## src/rtl/cas_pkg.sv

```systemverilog
package cas_pkg;
  localparam int unsigned CAS_DW = 8;
  localparam int unsigned CAS_CW = 16;
  localparam logic [CAS_CW-1:0] CAS_POLY = 16'hA001;

  // codes are decoded by the host-side register logic
  typedef enum logic [2:0] {
    FN_READ      = 3'd0,
    FN_REWIND    = 3'd1,
    FN_WRITE     = 3'd2,
    FN_SPC_RFILE = 3'd3,
    FN_GAP_WR    = 3'd4,
    FN_SPC_RBLK  = 3'd5,
    FN_CRC       = 3'd6,
    FN_SPC_FFILE = 3'd7
  } cas_fn_e;

  typedef enum logic [2:0] {
    ST_IDLE, ST_RD, ST_RD_CRC, ST_RD_FIN, ST_WR, ST_WR_CRC, ST_MOVE
  } cas_st_e;

  function automatic logic [CAS_CW-1:0] crc_step(input logic [CAS_CW-1:0] c,
                                                 input logic [CAS_DW-1:0] b);
    logic [CAS_CW-1:0] r;
    r = c ^ {b, {(CAS_CW-CAS_DW){1'b0}}};
    for (int i = 0; i < CAS_DW; i++) r = r[0] ? ((r >> 1) ^ CAS_POLY) : (r >> 1);
    return r;
  endfunction
endpackage

```

## src/rtl/cas_pacer.sv

```systemverilog
module cas_pacer #(
  parameter int unsigned START_CYC = 1000,
  parameter int unsigned CHAR_CYC  = 100
) (
  input  logic clk_i,
  input  logic rst_ni,
  input  logic load_i,
  input  logic run_i,
  output logic tick_o
);
  localparam int unsigned MAXC = (START_CYC > CHAR_CYC) ? START_CYC : CHAR_CYC;
  localparam int unsigned CW   = $clog2(MAXC + 1);

  logic [CW-1:0] cnt_q;

  always_ff @(posedge clk_i or negedge rst_ni) begin
    if (!rst_ni)                  cnt_q <= '0;
    else if (load_i)              cnt_q <= CW'(START_CYC - 1);
    else if (run_i && cnt_q == 0) cnt_q <= CW'(CHAR_CYC - 1);
    else if (run_i)               cnt_q <= cnt_q - 1'b1;
  end

  assign tick_o = run_i && !load_i && (cnt_q == '0);

  p_tick_spacing_r3: assert property (@(posedge clk_i) disable iff (!rst_ni)
    (tick_o && CHAR_CYC > 1) |=> !tick_o);
endmodule

```

## src/rtl/cas_crc16.sv

```systemverilog
module cas_crc16 import cas_pkg::*; (
  input  logic              clk_i,
  input  logic              rst_ni,
  input  logic              clr_i,
  input  logic              en_i,
  input  logic [CAS_DW-1:0] byte_i,
  output logic [CAS_CW-1:0] crc_o
);
  always_ff @(posedge clk_i or negedge rst_ni) begin
    if (!rst_ni)    crc_o <= '0;
    else if (clr_i) crc_o <= '0;
    else if (en_i)  crc_o <= crc_step(crc_o, byte_i);
  end
endmodule

```

## src/rtl/cas_xfer_seq.sv

```systemverilog
module cas_xfer_seq import cas_pkg::*; #(
  parameter int unsigned START_CYC = 1000,
  parameter int unsigned CHAR_CYC  = 100
) (
  input  logic              clk_i,
  input  logic              rst_ni,
  input  logic              go_i,
  input  logic [2:0]        func_i,
  input  logic [CAS_DW-1:0] host_data_i,
  output logic [CAS_DW-1:0] host_data_o,
  output logic [CAS_DW-1:0] db_o,
  output logic              df_o,
  output logic              busy_o,
  input  logic [CAS_DW-1:0] rd_byte_i,
  input  logic              rd_end_i,
  input  logic              gap_i,
  input  logic              at_bot_i,
  input  logic              wr_lock_i,
  input  logic              op_done_i,
  output logic              rd_pop_o,
  output logic              wr_stb_o,
  output logic [CAS_DW-1:0] wr_data_o,
  output logic              blk_end_o,
  output logic [CAS_CW-1:0] crc_o,
  output logic              op_start_o,
  output logic              skip_gap_o,
  output logic              tim_err_o,
  output logic              crc_err_o,
  output logic              eof_err_o,
  output logic              wle_o
);
  cas_st_e           st_q;
  cas_fn_e           fn, move_fn_q;
  logic [CAS_DW-1:0] db_q, host_q, wrd_q;
  logic [CAS_CW-1:0] acc, crc_q;
  logic [1:0]        tail_q;
  logic df_q, tim_q, crce_q, eof_q, wle_q, gap_q, rev_q;
  logic pop_q, wstb_q, bend_q, ostart_q, skip_q;

  assign fn = cas_fn_e'(func_i);

  logic busy, is_wr_fn, is_rev_fn, is_fwd_fn, locked, start_ok, timed_start, run, tick;
  assign busy        = (st_q != ST_IDLE);
  assign is_wr_fn    = (fn == FN_WRITE) || (fn == FN_GAP_WR);
  assign is_rev_fn   = (fn == FN_SPC_RFILE) || (fn == FN_SPC_RBLK);
  assign is_fwd_fn   = (fn == FN_READ) || is_wr_fn || (fn == FN_SPC_FFILE);
  assign locked      = is_wr_fn && wr_lock_i;
  assign start_ok    = go_i && !busy && (fn != FN_CRC) && !locked;
  assign timed_start = start_ok && ((fn == FN_READ) || (fn == FN_WRITE));
  assign run         = busy && (st_q != ST_MOVE);

  cas_pacer #(.START_CYC(START_CYC), .CHAR_CYC(CHAR_CYC)) u_pacer (
    .clk_i, .rst_ni, .load_i(timed_start), .run_i(run), .tick_o(tick)
  );

  // next read character: record data, then CRC high, CRC low, then overrun
  logic [CAS_DW-1:0] nxt_byte;
  logic              take, ovr, rd_gap;
  logic [1:0]        nxt_tail;
  always_comb begin
    nxt_byte = '0;
    take     = 1'b0;
    ovr      = 1'b0;
    nxt_tail = tail_q;
    case (tail_q)
      2'd0: if (!rd_end_i) begin nxt_byte = rd_byte_i; take = 1'b1; end
            else begin nxt_byte = acc[CAS_CW-1:CAS_DW]; nxt_tail = 2'd1; end
      2'd1: begin nxt_byte = acc[CAS_DW-1:0]; nxt_tail = 2'd2; end
      default: ovr = 1'b1;
    endcase
  end
  assign rd_gap = gap_i && (tail_q == 2'd0);

  logic              crc_en, crc_clr;
  logic [CAS_DW-1:0] crc_byte;
  assign crc_clr  = timed_start;
  assign crc_en   = tick && ((st_q == ST_WR) ||
                    (take && ((st_q == ST_RD_CRC) || (st_q == ST_RD && !rd_gap))));
  assign crc_byte = (st_q == ST_WR) ? db_q : rd_byte_i;

  cas_crc16 u_crc (
    .clk_i, .rst_ni, .clr_i(crc_clr), .en_i(crc_en), .byte_i(crc_byte), .crc_o(acc)
  );

  always_ff @(posedge clk_i or negedge rst_ni) begin
    if (!rst_ni) begin
      st_q <= ST_IDLE; move_fn_q <= FN_READ;
      db_q <= '0; host_q <= '0; wrd_q <= '0; crc_q <= '0; tail_q <= '0;
      df_q <= 1'b0; tim_q <= 1'b0; crce_q <= 1'b0; eof_q <= 1'b0; wle_q <= 1'b0;
      gap_q <= 1'b0; rev_q <= 1'b0;
      pop_q <= 1'b0; wstb_q <= 1'b0; bend_q <= 1'b0; ostart_q <= 1'b0; skip_q <= 1'b0;
    end else begin
      pop_q <= 1'b0; wstb_q <= 1'b0; bend_q <= 1'b0; ostart_q <= 1'b0; skip_q <= 1'b0;
      if (go_i) df_q <= 1'b0;
      // host strobe
      if (go_i && !busy) begin
        host_q <= host_data_i;
        if (locked) begin
          wle_q <= 1'b1; tim_q <= 1'b0; crce_q <= 1'b0; eof_q <= 1'b0;
        end else if (start_ok) begin
          wle_q <= 1'b0; tim_q <= 1'b0; crce_q <= 1'b0; eof_q <= 1'b0;
          ostart_q <= 1'b1;
          tail_q   <= '0;
          move_fn_q <= fn;
          if (is_wr_fn || fn == FN_REWIND) begin
            rev_q <= 1'b0; gap_q <= 1'b0;
          end else begin
            rev_q  <= is_rev_fn;
            gap_q  <= 1'b0;
            skip_q <= (is_fwd_fn && at_bot_i) || (gap_q && (is_rev_fn != rev_q));
          end
          case (fn)
            FN_READ:  begin st_q <= ST_RD; db_q <= '0; host_q <= '0; end
            FN_WRITE: begin st_q <= ST_WR; db_q <= host_data_i; end
            default:  st_q <= ST_MOVE;
          endcase
        end else begin
          host_q <= '0;  // CRC code while idle hands back zero
        end
      end else if (go_i) begin
        host_q <= host_data_i;
        case (st_q)
          ST_RD: begin
            if (fn == FN_READ || fn == FN_CRC) host_q <= db_q;
            if (fn == FN_CRC) st_q <= ST_RD_CRC;
          end
          ST_RD_CRC, ST_RD_FIN: if (fn == FN_READ || fn == FN_CRC) host_q <= db_q;
          ST_WR: begin
            if (fn == FN_WRITE) db_q <= host_data_i;
            if (fn == FN_CRC)   st_q <= ST_WR_CRC;
          end
          default: ;
        endcase
      end
      // character tick
      if (tick) begin
        case (st_q)
          ST_RD: begin
            if (rd_gap) begin
              eof_q <= 1'b1; gap_q <= 1'b1; st_q <= ST_IDLE;
            end else if (ovr) begin
              db_q <= '0; crce_q <= 1'b1; st_q <= ST_IDLE;
            end else begin
              db_q <= nxt_byte; tail_q <= nxt_tail; pop_q <= take; df_q <= 1'b1;
              if (df_q && !go_i) tim_q <= 1'b1;
            end
          end
          ST_RD_CRC: begin
            if (ovr) begin db_q <= '0; crce_q <= 1'b1; end
            else begin db_q <= nxt_byte; tail_q <= nxt_tail; pop_q <= take; end
            df_q <= 1'b1;
            st_q <= ST_RD_FIN;
          end
          ST_RD_FIN: begin
            if (tail_q == 2'd0 && acc != '0) crce_q <= 1'b1;
            st_q <= ST_IDLE;
          end
          ST_WR: begin
            wstb_q <= 1'b1; wrd_q <= db_q; df_q <= 1'b1;
            if (df_q && !go_i) tim_q <= 1'b1;
          end
          ST_WR_CRC: begin
            bend_q <= 1'b1; crc_q <= acc; st_q <= ST_IDLE;
          end
          default: ;
        endcase
      end
      // motion handled outside
      if (st_q == ST_MOVE && op_done_i) begin
        st_q <= ST_IDLE;
        if (gap_i && move_fn_q != FN_REWIND && move_fn_q != FN_GAP_WR) begin
          eof_q <= 1'b1; gap_q <= 1'b1;
        end
      end
    end
  end

  assign host_data_o = host_q;
  assign db_o        = db_q;
  assign df_o        = df_q;
  assign busy_o      = busy;
  assign rd_pop_o    = pop_q;
  assign wr_stb_o    = wstb_q;
  assign wr_data_o   = wrd_q;
  assign blk_end_o   = bend_q;
  assign crc_o       = crc_q;
  assign op_start_o  = ostart_q;
  assign skip_gap_o  = skip_q;
  assign tim_err_o   = tim_q;
  assign crc_err_o   = crce_q;
  assign eof_err_o   = eof_q;
  assign wle_o       = wle_q;

  p_strobe_clears_df_r2: assert property (@(posedge clk_i) disable iff (!rst_ni)
    (go_i && !tick) |=> !df_o);
  p_tim_needs_flag_r4: assert property (@(posedge clk_i) disable iff (!rst_ni)
    $rose(tim_err_o) |-> $past(df_o));
  p_lock_blocks_r12: assert property (@(posedge clk_i) disable iff (!rst_ni)
    (go_i && !busy_o && func_i == FN_WRITE && wr_lock_i) |=> (wle_o && !busy_o && !op_start_o));
  p_wstb_sets_df_r3: assert property (@(posedge clk_i) disable iff (!rst_ni)
    wr_stb_o |-> df_o);
  p_pulses_excl_r3: assert property (@(posedge clk_i) disable iff (!rst_ni)
    $onehot0({rd_pop_o, wr_stb_o, blk_end_o}));
  p_blk_end_idle_r7: assert property (@(posedge clk_i) disable iff (!rst_ni)
    blk_end_o |-> (!busy_o && !df_o));
endmodule

```

## config.mk

```make
export PLATFORM = sky130hd
export DESIGN_NAME = cas_xfer_seq
export DESIGN_NICKNAME = d
export VERILOG_FILES = /design/src/rtl/cas_pkg.sv /design/src/rtl/cas_pacer.sv /design/src/rtl/cas_crc16.sv /design/src/rtl/cas_xfer_seq.sv
export SDC_FILE = /design/constraint.sdc
export NUM_CORES = 1
export LEC_CHECK = 0
export ABC_AREA = 1
export CAP_MARGIN = 25
export CORE_MARGIN = 5
export CORE_UTILIZATION = 54
export DETAILED_ROUTE_END_ITERATION = 6
export HOLD_SLACK_MARGIN = 0.05
export PLACE_DENSITY = 0.93
export SLEW_MARGIN = 20
export SYNTH_ARGS = -nofsm -noshare
export SYNTH_HDL_FRONTEND = slang
export SYNTH_SLANG_ARGS = --single-unit
```

## constraint.sdc

```tcl
create_clock -name clk_i -period 2.3 [get_ports clk_i]
set_input_delay 0.69 -clock clk_i [delete_from_list [all_inputs] [get_ports clk_i]]
set_output_delay 0.69 -clock clk_i [all_outputs]
set_load 0.02 [all_outputs]
```

==> results of run 1 <==
cell usage after synthesis, drive strengths merged, types with 3 or more instances:
| cell | number |
|---|---|
| dfrtp | 86 |
| o221ai | 5 |
| o211ai | 13 |
| xor2 | 11 |
| nor2 | 34 |
| clkbuf | 6 |
| nand2 | 173 |
| buf | 12 |
| nor3 | 6 |
| o21ai | 92 |
| nand3 | 49 |
| nand4 | 12 |
| a31oi | 3 |
| o31ai | 7 |
| inv | 64 |
| a21oi | 24 |
| ha | 5 |
layout make-up:
class                      count  area, sq um
sequential                    86         2150
multi-input combinational    444         2260
fill                         610         2400
timing repair buffer         129         1190
clock buffer                  10          138
inverter                      65          248
clock inverter                 5          106
tap                          108          135
layer usage:
metal / global-route usage (%) / wire (um)
met5: 0 / 0
met2: 44.9 / 7250
met4: 10.2 / 418
met3: 6.22 / 1190
met1: 34.8 / 5830
state kept, by name, summed over array words and instances (netlist names), 2 cells and up:
name and cells:
tail_q 2, db_o 8, move_fn_q 3, u_pacer.cnt_q 10, u_crc.crc_o 16, crc_o 16, wr_data_o 8, st_q 3
host_data_o 8
cells by family (layout without fill, tap and decap cells):
kind of cell	after synthesis	in the layout	share of synthesized area, %
AOI/OAI and AO/OA	151	151	17.9
and+or+nand+nor	275	275	25.9
DFF	86	86	45.5
buffers and inverters	83	209	6.98
adders and majority gates	5	5	1.32
xor gates and xnor gates	13	13	2.41
power by group:
group | total, uW | internal (uW) | switching (uW)
combinational | 256 | 116 | 141
clock | 1320 | 750 | 573
sequential | 1540 | 1530 | 10.3
total | 3120 | 2390 | 724
per-stage QoR:
| step | instances | power [uW] | utilization, % | setup slack [ns] | hold slack [ns] |
|---|---|---|---|---|---|
| 5_1_grt | 847 | 3210 | 72.2 | 0.00653 | 0.266 |
| 3_3_place_gp | 832 | 1810 | 69.2 | -0.124 | 0.469 |
| 3_5_place_dp | 832 | 1820 | 69.2 | -0.251 | 0.478 |
| 6_report | 847 | 3120 | 72.2 | 0.0836 | 0.247 |
| 4_1_cts | 847 | 3120 | 72.0 | 0.0595 | 0.250 |
| 2_1_floorplan | 613 | 1650 | - | 0.443 | 0.394 |
worst max-delay path, cell delays in order (launching register included):
cell,delay (ns)
dfrtp_1,0.48
nor2_2,0.22
nand2_2,0.12
dlygate4sd2_1,0.35
worst max-delay path by stage:
| stage | start | to | slack [ns] | depth (start not counted) |
|---|---|---|---|---|
| after global placement | func_i[0] | db_o[6] | -0.12 | 12 |
| final | st_q[1] | busy_o | 0.08 | 3 |
| after global routing | func_i[0] | u_crc.crc_o[5] | 0.007 | 11 |
| after CTS | func_i[0] | u_pacer.cnt_q[2] | 0.06 | 11 |
| after floorplan | func_i[2] | db_o[1] | 0.44 | 10 |
| after detailed placement | func_i[0] | u_pacer.cnt_q[2] | -0.25 | 11 |
==> impl_metrics.tcl, run 1 <==
set metrics [dict create \
    die_area_sq_um 10700 \
    final.setup.tns_ns 0 \
    synth_flop_cell "dfrtp_1" \
    synth_top_area_share_pct 45.5 \
    routed_wl_mm 14.7 \
    post-route-period-util_pct 96.4 \
    clk_latency_ns 0.37 \
    skew_ns 0.0149 \
    grt_usage_pct 27.2 \
    peakVddDrop_v 0.000344 \
    n_antenna_cell 0 \
    synth_top_cell_by_area "dfrtp_1" \
    routabilityCongestion 0.966 \
    ff2ff_path_depth 11 \
    rsz0062_at_grt "no" \
    worst_pin_slew_ns 0.698 \
    antenna_found_initial 0 \
    r2r-start "u_pacer.cnt_q[0]" \
    layout.nets 767 \
    syn_avg_cell_area_sq_um 7.72 \
    async_reset_ff_share_pct 100 \
    grt_pass1_vias 4825 \
    drc_errors 4 \
    cts_buffers 9 \
    start_kind "register" \
    ios 78 \
    hpwl_mm 11.1 \
    synth_edf_count 0 \
    outcome "finished with violations" \
    grt.overflow.total 0 \
    final_common_cell "nand2_1" \
    layout_common_cells "nand2_1 (168), dfrtp_1 (86), clkdlybuf4s50_1 (75)" \
    violations "design-rule violations" \
    postRouteAntennaNets 0 \
    cts_tree "done" \
    synth_area_sq_um 4730 \
    cts_hold_buffers 0 \
    row_count 34 \
    fmax_ghz 0.451 \
    end_kind "output pin" \
    die_h_um 104 \
    setup_viol 0 \
    grt_pass1_wl_mm 24.2 \
    p_per_area_nw_per_um2 500 \
    slew_violations 0 \
    clk_pin_slew_worst_paths_ns 0.09 \
    cts_buffer_depth 2 \
    via_count 5015 \
    drive_gt1_share_pct 12.7 \
    io_buffers 77 \
    grt_start_max_net_pins 40 \
    drv_cap 0 \
    critPathKind "register to output pin" \
    cts.sinks 86 \
    hold_path_class "primary input to async pin" \
    required_ns 1.61 \
    wl_per_cell_um 17.3 \
    synth_seq_cells 86 \
    post_cts_resized 1 \
    synthDistinctLibCells 36 \
    yosys_warnings 0 \
    final_area_sq_um 6230 \
    h-tree-depth 3 \
    areaGrowthSynthToFinish_pct 31.7 \
    synthCells 613 \
    drt-pass1-iter-count 7 \
    crit_fanout 6 \
    regToRegSetupSlack_ns 0.18 \
    syn_nets 645 \
    vias_per_cell 5.92 \
    postCtsSetupBuffers 0 \
    fp.coreArea_sq_um 8640 \
    r2r_end "u_crc.crc_o[5]" \
    fin_crit_ns 2.22 \
    start_util_pct 54.8 \
    worstPathArrival_ns 1.53 \
    die_x_um 104 \
    slew_headroom_pct 53.1 \
    ys_seq_area_share_pct 45.5 \
    power_leakage_uw 0.00299 \
    timing.final.hold_violations 0 \
    dr.first_iter.drc_count 464 \
    place_area_sq_um 5970 \
    cts-root-buf "clkbuf_8" \
    synth_area_leaders "dfrtp_1 (46%), nand2_1 (13%), o21ai_0 (6.6%)" \
]
Power figures use the tool's default switching activity.
==> run 2: changes to the inputs <==
--- a/config.mk
+++ b/config.mk
@@ -12,6 +12,7 @@
 export DETAILED_ROUTE_END_ITERATION = 6
 export HOLD_SLACK_MARGIN = 0.05
 export PLACE_DENSITY = 0.93
+export REMOVE_ABC_BUFFERS = 1
 export SLEW_MARGIN = 20
 export SYNTH_ARGS = -nofsm -noshare
 export SYNTH_HDL_FRONTEND = slang
==> run 2 against run 1 <==
  * The flow now finishes without violations
  * Routed wire length decreased by 8.4%
  * Sequential cell count unchanged
  * Fmax increased by 1.5%
  * Critical endpoint is now db_o[0]
  * Clock power decreased by 12%
  * Non-clock buffer count decreased by 8
  * Count of clock-buffer cells in the layout unchanged
  * Largest power group unchanged
==> impl_metrics.tcl, run 2 (synthesis gave the netlist of run 1 again) <==
set metrics [dict create \
    postRouteAntennaNets 0 \
    slew_violations 0 \
    h-tree-depth 3 \
    critPathLaunch "db_o[0]" \
    rsz0062_at_grt "no" \
    outcome "completed" \
    timing.final.hold_violations 0 \
    final_common_cell "nand2_1" \
    critPathBufInv 1 \
    worst_hold_slack_ns 0.228 \
    fmax_ghz 0.458 \
    drv_cap 0 \
    instances_no_fill 840 \
    layout_common_cells "nand2_1 (168), dfrtp_1 (85), clkdlybuf4s50_1 (74)" \
    crit_slowest_cell "clkdlybuf4s50_1" \
    via_count 4855 \
    hold_path_class "primary input to async pin" \
    p_total_uw 2940 \
    worst_pin_slew_ns 0.669 \
    areaGrowthSynthToFinish_pct 29.7 \
    power_leakage_uw 0.00295 \
    reg_top3 "crc_o x16, u_crc.crc_o x16, u_pacer.cnt_q x10" \
    peakVddDrop_v 0.000300 \
    routed_wl_mm 13.5 \
    clk_latency_ns 0.37 \
    path_cells "clkdlybuf4s50_1" \
    grt_start_max_net_pins 42 \
    crit_family "buffers and inverters" \
    io_buffers 77 \
    row_count 34 \
    hpwl_mm 10.1 \
    fin_crit_ns 2.18 \
    dp_slack_ns -0.201 \
    dr.first_iter.drc_count 483 \
    r2r-start "st_q[1]" \
    die_h_um 104 \
    sw_frac_of_total_pct 25.6 \
    cts_buffers 9 \
    power_frac_comb_pct 8.4 \
    grt_pass1_vias 4738 \
    fillers 640 \
    drive_gt1_share_pct 11.7 \
    start_util_pct 54.8 \
    fp.coreArea_sq_um 8640 \
    routabilityCongestion 0.925 \
    die_area_sq_um 10700 \
    crit_fanout 6 \
    slew_headroom_pct 55.0 \
    skew_ns 0.0145 \
    setup_viol 0 \
    worst_slack_ns 0.117 \
    slowest_delay_ns 0.67 \
    post-route-period-util_pct 94.9 \
    clock_power_share_pct 39.4 \
    dpl.cell_count 824 \
    layout.nets 759 \
    clk_pin_slew_worst_paths_ns 0.10 \
    start_kind "register" \
    die_x_um 104 \
    p_int_uw 2190 \
    grt_usage_pct 25.2 \
    cts-root-buf "clkbuf_8" \
    grt_pass1_wl_mm 22.7 \
    final.setup.tns_ns 0 \
    drt-pass1-iter-count 5 \
    required_ns 1.61 \
    postCtsSetupBuffers 0 \
    p_per_area_nw_per_um2 479 \
    antenna_found_initial 0 \
    cts_tree "done" \
    drc_errors 0 \
    cts_buffer_depth 2 \
    wl_per_cell_um 16.0 \
    n_antenna_cell 0 \
    worstPathArrival_ns 1.49 \
    cts.sinks 86 \
    ios 78 \
    vias_per_cell 5.78 \
    end_kind "output pin" \
    critPathKind "register to output pin" \
    power_frac_seq_pct 52.3 \
    power.switching_uw 753 \
    grt.overflow.total 0 \
]
run 2: cell count changes in the layout (fill, tap and decap cells not counted), sizes merged:
cell and delta:
clkinv +2, buf -8, bufinv -2, inv +3, clkdlybuf4s50 -1, dlymetal6s2s +1
clkinvlp -2
run 2: worst paths after layout:
path	cells after the start	slack (ns)	to
hold reg to reg	2	0.50	tim_err_o
setup / recovery	1	0.12	db_o[0]
setup reg to reg	11	0.29	db_o[5]
hold / removal	1	0.23	crc_o[10]
min in group clk_i	2	0.50	tim_err_o
max in group asynchronous	2	1.50	host_data_o[6]
run 2: metal layers:
metal / track usage (%) / vias to the layer above / wire, um / share of wire (%)
li1: - / 2286 / - / -
met1: 33.3 / 2268 / 5630 / 42
met2: 39.8 / 254 / 6390 / 48
met3: 5.04 / 47 / 1060 / 7.8
met4: 11.8 / 0 / 374 / 2.8
met5: 0 / - / 0 / 0
run 2: per-stage QoR:
| step | cell area (sq um) | utilization, % |
|---|---|---|
| 3_3_place_gp | 5910 | 68.5 |
| 2_1_floorplan | 4640 | - |
| 6_report | 6140 | 71.1 |
| 4_1_cts | 6130 | 71.0 |
| 5_1_grt | 6140 | 71.1 |
| 3_5_place_dp | 5910 | 68.5 |
run 2: cell type report:
| type | instances | area (sq um) | share of cell area, % |
|---|---|---|---|
| repair buffers | 121 | 1140 | 18.5 |
| clock buffers | 10 | 138 | 2.24 |
| clock inverters | 6 | 76.3 | 1.24 |
| multi-input cells | 444 | 2250 | 36.7 |
| well taps | 108 | 135 | 2.20 |
| inverters | 65 | 244 | 3.98 |
| flip-flops and latches | 86 | 2150 | 35.1 |
run 2: power groups by stage:
stage / sequential [uW] / combinational (uW) / clock, uW
detailed placement: 1570 / 245 / 0
CTS: 1540 / 246 / 1160
finish: 1540 / 246 / 1160
floorplan: 1590 / 57.2 / 0
global placement: 1570 / 238 / 0
global route: 1540 / 268 / 1230
run 2: repair_timing:
action,4_1_cts,5_1_grt
gates cloned,0,0
endpoints found under the setup margin,1,3
resized for setup,3,1
hold buffers,0,0
